==> src/rtl/spi_regs_pkg.sv <==
package spi_regs_pkg;

  localparam int unsigned ADDR_W = 2;
  localparam int unsigned DIV_W  = 3;
  localparam int unsigned FLAG_N = 2;

  typedef enum logic [ADDR_W-1:0] {
    REG_CTRL = 2'd0,
    REG_MASK = 2'd1,
    REG_STAT = 2'd2,
    REG_DATA = 2'd3
  } reg_sel_e;

  // control word bit positions (software-visible layout)
  localparam int unsigned CB_EN     = 0;
  localparam int unsigned CB_MASTER = 1;
  localparam int unsigned CB_TXON   = 2;
  localparam int unsigned CB_RXON   = 3;
  localparam int unsigned CB_CPOL   = 4;
  localparam int unsigned CB_CPHA   = 5;
  localparam int unsigned CB_LSB    = 6;
  localparam int unsigned CB_WIDE   = 10;
  localparam int unsigned CB_DIV    = 20;

  // status bit positions; mask bits share positions 0 and 1
  localparam int unsigned SB_RXF  = 0;
  localparam int unsigned SB_TXE  = 1;
  localparam int unsigned SB_BUSY = 3;
  localparam int unsigned SB_LOST = 4;

  typedef struct packed {
    logic [DIV_W-1:0] div_sel;
    logic             wide;
    logic             lsb_first;
    logic             cpha;
    logic             cpol;
    logic             rx_on;
    logic             tx_on;
    logic             master;
    logic             enable;
  } spi_cfg_t;

endpackage

==> src/rtl/spi_rst_sync.sv <==
module spi_rst_sync #(
  parameter int unsigned STAGES = 2
) (
  input  logic clk,
  input  logic rst_n,
  output logic rst_core_n
);

  logic [STAGES-1:0] sync_q;
  logic [STAGES-1:0] sync_d;

  always_comb begin
    sync_d = {sync_q[STAGES-2:0], 1'b1};
  end

  always_ff @(posedge clk or negedge rst_n) begin
    if (!rst_n) begin
      sync_q <= '0;
    end else begin
      sync_q <= sync_d;
    end
  end

  assign rst_core_n = sync_q[STAGES-1];

endmodule

==> src/rtl/spi_cfg_regs.sv <==
module spi_cfg_regs
  import spi_regs_pkg::*;
#(
  parameter int unsigned DATA_W = 32
) (
  input  logic              clk,
  input  logic              rst_n,
  input  logic              wr_ctrl,
  input  logic              wr_mask,
  input  logic [DATA_W-1:0] wr_data,
  output logic [DATA_W-1:0] ctrl_word,
  output logic [FLAG_N-1:0] mask_bits,
  output spi_cfg_t          cfg
);

  localparam logic [DATA_W-1:0] CTRL_KEEP =
      DATA_W'((1 << (CB_LSB + 1)) - 1)
    | DATA_W'(1 << CB_WIDE)
    | DATA_W'(((1 << DIV_W) - 1) << CB_DIV);

  logic [DATA_W-1:0] ctrl_q, ctrl_d;
  logic [FLAG_N-1:0] mask_q, mask_d;
  logic              ctrl_ce, mask_ce;

  assign ctrl_ce = wr_ctrl;
  assign mask_ce = wr_mask;

  always_comb begin
    ctrl_d = ctrl_q;
    mask_d = mask_q;
    if (ctrl_ce) ctrl_d = wr_data & CTRL_KEEP;
    if (mask_ce) mask_d = wr_data[FLAG_N-1:0];
  end

  always_ff @(posedge clk or negedge rst_n) begin
    if (!rst_n) begin
      ctrl_q <= '0;
      mask_q <= '0;
    end else begin
      if (ctrl_ce) ctrl_q <= ctrl_d;
      if (mask_ce) mask_q <= mask_d;
    end
  end

  always_comb begin
    cfg.enable    = ctrl_q[CB_EN];
    cfg.master    = ctrl_q[CB_MASTER];
    cfg.tx_on     = ctrl_q[CB_TXON];
    cfg.rx_on     = ctrl_q[CB_RXON];
    cfg.cpol      = ctrl_q[CB_CPOL];
    cfg.cpha      = ctrl_q[CB_CPHA];
    cfg.lsb_first = ctrl_q[CB_LSB];
    cfg.wide      = ctrl_q[CB_WIDE];
    cfg.div_sel   = ctrl_q[CB_DIV +: DIV_W];
  end

  assign ctrl_word = ctrl_q;
  assign mask_bits = mask_q;

endmodule

==> src/rtl/spi_tx_slot.sv <==
module spi_tx_slot #(
  parameter int unsigned WORD_W = 16
) (
  input  logic              clk,
  input  logic              rst_n,
  input  logic              load,
  input  logic [WORD_W-1:0] load_word,
  input  logic              take,
  output logic              empty,
  output logic [WORD_W-1:0] word
);

  logic              empty_q, empty_d;
  logic [WORD_W-1:0] word_q, word_d;
  logic              accept;
  logic              word_ce;

  // a load is only honoured while the slot is free
  assign accept  = load & empty_q;
  assign word_ce = accept;

  always_comb begin
    empty_d = empty_q;
    word_d  = word_q;
    if (accept) begin
      empty_d = 1'b0;
      word_d  = load_word;
    end else if (take && !empty_q) begin
      empty_d = 1'b1;
    end
  end

  always_ff @(posedge clk or negedge rst_n) begin
    if (!rst_n) begin
      empty_q <= 1'b1;
      word_q  <= '0;
    end else begin
      empty_q <= empty_d;
      if (word_ce) word_q <= word_d;
    end
  end

  assign empty = empty_q;
  assign word  = word_q;

endmodule

==> src/rtl/spi_rx_slot.sv <==
module spi_rx_slot #(
  parameter int unsigned WORD_W = 16
) (
  input  logic              clk,
  input  logic              rst_n,
  input  logic              arrive,
  input  logic              rx_on,
  input  logic [WORD_W-1:0] arrive_word,
  input  logic              drain,
  input  logic              lost_clr,
  output logic              full,
  output logic [WORD_W-1:0] word,
  output logic              lost
);

  logic              full_q, full_d;
  logic              lost_q, lost_d;
  logic [WORD_W-1:0] word_q, word_d;
  logic              take, busy_slot, store, word_ce;

  assign take      = arrive & rx_on;
  // a read in the same cycle frees the slot for the arriving word
  assign busy_slot = full_q & ~drain;
  assign store     = take & ~busy_slot;
  assign word_ce   = store;

  always_comb begin
    full_d = full_q;
    lost_d = lost_q;
    word_d = word_q;
    if (store) begin
      full_d = 1'b1;
      word_d = arrive_word;
    end else if (drain) begin
      full_d = 1'b0;
    end
    if (take && busy_slot) begin
      lost_d = 1'b1;
    end else if (lost_clr) begin
      lost_d = 1'b0;
    end
  end

  always_ff @(posedge clk or negedge rst_n) begin
    if (!rst_n) begin
      full_q <= 1'b0;
      lost_q <= 1'b0;
      word_q <= '0;
    end else begin
      full_q <= full_d;
      lost_q <= lost_d;
      if (word_ce) word_q <= word_d;
    end
  end

  assign full = full_q;
  assign word = word_q;
  assign lost = lost_q;

endmodule

==> src/rtl/spi_reg_front.sv <==
module spi_reg_front
  import spi_regs_pkg::*;
#(
  parameter int unsigned DATA_W   = 32,
  parameter int unsigned WORD_W   = 16,
  parameter int unsigned NARROW_W = 8
) (
  input  logic              clk,
  input  logic              rst_n,
  input  logic [1:0]        wr_addr,
  input  logic [DATA_W-1:0] wr_data,
  input  logic              wr_en,
  input  logic [1:0]        rd_addr,
  input  logic              rd_en,
  output logic [DATA_W-1:0] rd_data,
  output logic              cfg_enable,
  output logic              cfg_master,
  output logic              cfg_tx_on,
  output logic              cfg_rx_on,
  output logic              cfg_cpol,
  output logic              cfg_cpha,
  output logic              cfg_lsb_first,
  output logic              cfg_wide,
  output logic [2:0]        cfg_div_sel,
  output logic              tx_valid,
  input  logic              tx_ready,
  output logic [WORD_W-1:0] tx_word,
  input  logic              rx_valid,
  input  logic [WORD_W-1:0] rx_word,
  input  logic              eng_busy,
  output logic              irq
);

  logic              rst_core_n;
  logic [DATA_W-1:0] ctrl_word;
  logic [FLAG_N-1:0] irq_mask;
  spi_cfg_t          cfg;
  logic              tx_empty;
  logic              rx_full;
  logic [WORD_W-1:0] rx_buf;
  logic              lost_flag;
  logic              wr_ctrl, wr_mask, wr_stat, wr_dat, rd_drain;
  logic [DATA_W-1:0] stat_word;
  logic [WORD_W-1:0] rx_view;
  logic [FLAG_N-1:0] flag_vec;
  logic [FLAG_N-1:0] irq_terms;

  spi_rst_sync #(.STAGES(2)) u_rst (
    .clk        (clk),
    .rst_n      (rst_n),
    .rst_core_n (rst_core_n)
  );

  assign wr_ctrl  = wr_en && (wr_addr == REG_CTRL);
  assign wr_mask  = wr_en && (wr_addr == REG_MASK);
  assign wr_stat  = wr_en && (wr_addr == REG_STAT);
  assign wr_dat   = wr_en && (wr_addr == REG_DATA);
  assign rd_drain = rd_en && (rd_addr == REG_DATA);

  spi_cfg_regs #(.DATA_W(DATA_W)) u_cfg (
    .clk       (clk),
    .rst_n     (rst_core_n),
    .wr_ctrl   (wr_ctrl),
    .wr_mask   (wr_mask),
    .wr_data   (wr_data),
    .ctrl_word (ctrl_word),
    .mask_bits (irq_mask),
    .cfg       (cfg)
  );

  spi_tx_slot #(.WORD_W(WORD_W)) u_tx (
    .clk       (clk),
    .rst_n     (rst_core_n),
    .load      (wr_dat),
    .load_word (wr_data[WORD_W-1:0]),
    .take      (tx_ready),
    .empty     (tx_empty),
    .word      (tx_word)
  );

  spi_rx_slot #(.WORD_W(WORD_W)) u_rx (
    .clk         (clk),
    .rst_n       (rst_core_n),
    .arrive      (rx_valid),
    .rx_on       (cfg.rx_on),
    .arrive_word (rx_word),
    .drain       (rd_drain),
    .lost_clr    (wr_stat && wr_data[SB_LOST]),
    .full        (rx_full),
    .word        (rx_buf),
    .lost        (lost_flag)
  );

  assign tx_valid      = ~tx_empty;
  assign cfg_enable    = cfg.enable;
  assign cfg_master    = cfg.master;
  assign cfg_tx_on     = cfg.tx_on;
  assign cfg_rx_on     = cfg.rx_on;
  assign cfg_cpol      = cfg.cpol;
  assign cfg_cpha      = cfg.cpha;
  assign cfg_lsb_first = cfg.lsb_first;
  assign cfg_wide      = cfg.wide;
  assign cfg_div_sel   = cfg.div_sel;

  always_comb begin
    stat_word          = '0;
    stat_word[SB_RXF]  = rx_full;
    stat_word[SB_TXE]  = tx_empty;
    stat_word[SB_BUSY] = eng_busy;
    stat_word[SB_LOST] = lost_flag;
  end

  generate
    if (WORD_W > NARROW_W) begin : g_narrow_view
      always_comb begin
        rx_view = rx_buf;
        if (!cfg.wide) rx_view[WORD_W-1:NARROW_W] = '0;
      end
    end else begin : g_full_view
      assign rx_view = rx_buf;
    end
  endgenerate

  always_comb begin
    unique case (reg_sel_e'(rd_addr))
      REG_CTRL: rd_data = ctrl_word;
      REG_MASK: rd_data = DATA_W'(irq_mask);
      REG_STAT: rd_data = stat_word;
      REG_DATA: rd_data = DATA_W'(rx_view);
      default:  rd_data = '0;
    endcase
  end

  assign flag_vec[SB_RXF] = rx_full;
  assign flag_vec[SB_TXE] = tx_empty;

  generate
    for (genvar gi = 0; gi < FLAG_N; gi++) begin : g_irq
      assign irq_terms[gi] = flag_vec[gi] & irq_mask[gi];
    end
  endgenerate

  assign irq = |irq_terms;

endmodule

==> config.mk <==
export PLATFORM = sky130hd
export DESIGN_NAME = spi_reg_front
export DESIGN_NICKNAME = d
export VERILOG_FILES = /design/src/rtl/spi_regs_pkg.sv /design/src/rtl/spi_rst_sync.sv /design/src/rtl/spi_cfg_regs.sv /design/src/rtl/spi_tx_slot.sv /design/src/rtl/spi_rx_slot.sv /design/src/rtl/spi_reg_front.sv
export SDC_FILE = /design/constraint.sdc
export NUM_CORES = 1
export LEC_CHECK = 0
export ABC_AREA = 0
export BUFFER_PORTS_ARGS = -buffer_cell sky130_fd_sc_hd__buf_2
export CAP_MARGIN = 15
export CORE_MARGIN = 5
export CORE_UTILIZATION = 45
export DETAILED_ROUTE_END_ITERATION = 16
export PLACE_DENSITY = 0.77
export SYNTH_ARGS = -nofsm -noshare
export SYNTH_HDL_FRONTEND = slang
export SYNTH_SLANG_ARGS = --single-unit
==> constraint.sdc <==
create_clock -name clk -period 3.35 [get_ports clk]
set_input_delay 0.67 -clock clk [delete_from_list [all_inputs] [get_ports clk]]
set_output_delay 0.67 -clock clk [all_outputs]
set_load 0.1 [all_outputs]
==> summary.md <==
Run status
- **result of the run** finished clean

Logic synthesis
- **library cell with the largest summed area after synthesis** sky130_fd_sc_hd__dfrtp_1
- **top cells by area in the synthesized netlist** sky130_fd_sc_hd__dfrtp_1 (54%), sky130_fd_sc_hd__mux2_2 (17%), sky130_fd_sc_hd__mux2_4 (6.6%)
- **commonest register cell after synthesis** sky130_fd_sc_hd__dfrtp_1
- **post-synthesis sequential area ratio** 0.548
- **fraction of synthesis flops using an asynchronous set or reset pin** 1.00
- **most frequent cells after synthesis** sky130_fd_sc_hd__dfrtp_1 (49), sky130_fd_sc_hd__mux2_2 (34), sky130_fd_sc_hd__buf_4 (14)
- **fraction of post-synthesis cell area in the top cell type by area** 0.536
- **flip-flop and latch count after synthesis** 50
- **number of synthesized flops with an enable pin** 0
- **most common cell in the synthesized netlist** sky130_fd_sc_hd__dfrtp_1
- **number of distinct standard cells referenced by the synthesized netlist** 30
- **area of the mapped netlist** 2290 um^2
- **synthesized instance count** 157
- **Avg Inst Size Synth** 14.6 um^2
- **Warnings, synthesis** 0

Power
- **net load switching power** 1330 uW
- **switching share of power** 0.501
- **Final Total Pwr** 2650 uW
- **share of total power in combinational logic** 0.498
- **internal power** 1320 uW
- **Clk network pwr share** 0.166
- **share of total power in sequential cells** 0.336
- **worst IR drop on VDD** 0.497 mV
- **static leakage power** 0.00146 uW
- **power density over the cells** 923 nW/um^2

STA
- **Fmax achieved** 0.386 GHz
- **fin crit share** 0.774
- **number of hold violations in the final report** 0
- **post-layout minimum cycle time** 2.59 ns
- **Fin Clk Skew** 0.00464 ns
- **Final Setup Violations** 0
- **transition time of the tightest slew-check pin** 0.934 ns
- **min setup slack post-route** 0.757 ns
- **Slew Limit Fails** 0
- **Max-slew headroom** 0.375
- **setup repair after global routing missed its margin** false
- **final-layout worst hold slack** 0.107 ns
- **Fin Setup TNS** 0 ns

CTS
- **number of buffers inserted by hold repair at cts** 0
- **Longest Clk Path Bufs** 2
- **Worst-path clk slew** 0.09 ns
- **post-CTS resize count** 0
- **insertion delay to the later sink of the worst-skew pair** 0.30 ns
- **clock root cell** sky130_fd_sc_hd__clkbuf_8
- **CTS Buf Count** 5
- **clock tree from TritonCTS** yes
- **number of sinks on the clock net** 50
- **depth of the CTS H-tree** 2
- **Setup Fix Bufs, Post-CTS** 0

Finish
- **number of inserted diodes** 0
- **area taken by flip-flops and latches** 1250 um^2
- **layout-stage area growth over the synthesis result** 25.3%
- **share of cells above drive strength 1** 0.603
- **area of the multi-input gates** 920 um^2
- **fin area** 2870 um^2
- **Filler cells** 447
- **count of nets after finishing** 310

Setup path
- **startpoint class of the critical path** input pin
- **cell type group with the largest total delay on the critical path** buffers and inverters
- **data required time at the worst endpoint** 2.68 ns
- **count of buffering cells on the critical path with inverters included** 2
- **Worst EP arrival** 1.92 ns
- **CP most frequent cell** sky130_fd_sc_hd__buf_2
- **critical-path maximum fanout** 8
- **peak per-stage delay on the critical path** 0.43 ns
- **Critical Path Sink Type** primary output
- **Crit Path Class** input pin to primary output
- **slowest CP cell** sky130_fd_sc_hd__nor2_1
- **crit-path cells** buf_2 -> nor2_1 -> a22o_1 -> buf_2

Placement
- **Placement Cell Area** 2730 um^2
- **post-placement worst setup slack** 0.734 ns
- **Port-buffer cells** 93
- **final HPWL from detailed placement** 3680 um
- **placer's final routability congestion estimate** 0.699

Hold path
- **class of the most critical hold timing path** flip-flop to asynchronous set/reset pin

Route
- **drc violations** 0
- **via/cell ratio** 4.75
- **count of vias placed by the detailed router** 1530
- **length of the first detailed-routing pass in iterations** 6
- **DR iter-0 viols** 62
- **WL/cell** 15.3 um
- **final wirelength** 4920 um
- **number of nets with antenna violations after detailed routing** 0

Run
- **Maximum Capacitance Violations** 0

Floorplan
- **die area** 6610 um^2
- **effective utilization at floorplan** 0.457
- **Floorplan Core Area** 5010 um^2
- **number of top-level pins** 120
- **Die Span Y** 81.3 um
- **row count** 26
- **die outline width** 81.3 um

GRT
- **Overflow after GRT** 0
- **maximum number of pins on one net before global-route repair** 49
- **vias in the first global route** 1579
- **wire length of the first global-routing pass** 7840 um
- **initial antenna violation count** 0
- **gr usage total** 0.157

==> state kept, by name (all words and copies together) (netlist names) <==
signal,count
u_rx.lost,1
u_cfg.mask_bits,2
u_tx.empty,1
u_tx.word,16
u_cfg.ctrl_word,11
u_rst.sync_q,2
u_rx.word,16
u_rx.full,1
==> layer usage <==
metal  up-vias  wire, um  global-route usage
met2        64      2300               0.239
met1       744      2170               0.214
li1        718         -                   -
met4         0        28              0.0355
met3         4       419              0.0554
met5         -         0                   0
==> path summary, 6_finish.rpt <==
kind | slack [ns] | depth (start not counted) | endpoint | start
setup / recovery | 0.76 | 4 | rd_data[5] | rd_addr[0]
setup reg to reg | 1.69 | 3 | u_rx.word[3] | u_cfg.ctrl_word[3]
hold / removal | 0.11 | 0 | u_tx.word[10] | u_rst.sync_q[1]
max in group asynchronous | 2.72 | 1 | u_tx.empty | u_rst.sync_q[1]
hold reg to reg | 0.11 | 0 | u_tx.word[10] | u_rst.sync_q[1]
min in group clk | 0.36 | 0 | u_rst.sync_q[1] | u_rst.sync_q[0]
==> power by group through the flow <==
stage | Sequential [uW] | Combinational, uW | Clock [uW]
6_report | 891 | 1320 | 439
5_1_grt | 919 | 1360 | 491
4_1_cts | 903 | 1310 | 448
3_5_place_dp | 913 | 1310 | 0
3_3_place_gp | 901 | 1300 | 0
2_1_floorplan | 1400 | 636 | 0
==> metrics by stage <==
step,cells,utilization
finish,322,0.572
global route,322,0.572
CTS,321,0.568
detailed placement,313,0.545
global placement,313,0.545
floorplan,169,-
==> worst register-to-register path: cells and delay by family (launching register included) <==
family	cells	cell delay, ns
AO/OA/AOI/OAI	1	0.56
flip-flops	1	0.43
multiplexers	1	0.42
AND/OR/NAND/NOR	1	0.15
==> cell usage in the layout, fill, tap and decap left out, drive strengths merged, types with 2 or more instances in the layout <==
master	n
dfrtp	49
and2	4
conb	14
mux4	2
buf	94
a21oi	2
nor2	2
nand2	6
clkbuf	7
mux2	45
o21ai	4
and3	8
a22o	4
mux2i	2
==> area by class of cell <==
type | instances | share of cell area
Clock buffer | 7 | 0.0301
Clock inverter | 1 | 0.0105
Inverter | 1 | 0.00131
Multi-Input combinational cell | 99 | 0.321
Sequential cell | 50 | 0.437
Tap cell | 70 | 0.0306
Timing Repair Buffer | 94 | 0.169
==> cells by family (layout without fill, tap and decap cells) <==
group                  Yosys count  in the layout  share of synthesized area
flip-flops                      50             50                      0.548
multiplexers                    49             49                      0.270
AND/OR/NAND/NOR                 25             25                     0.0728
buffers and inverters           20            103                     0.0700
AO/OA/AOI/OAI                   11             11                     0.0367
other                            2             14                    0.00328
(Power assumes the default switching activity.)
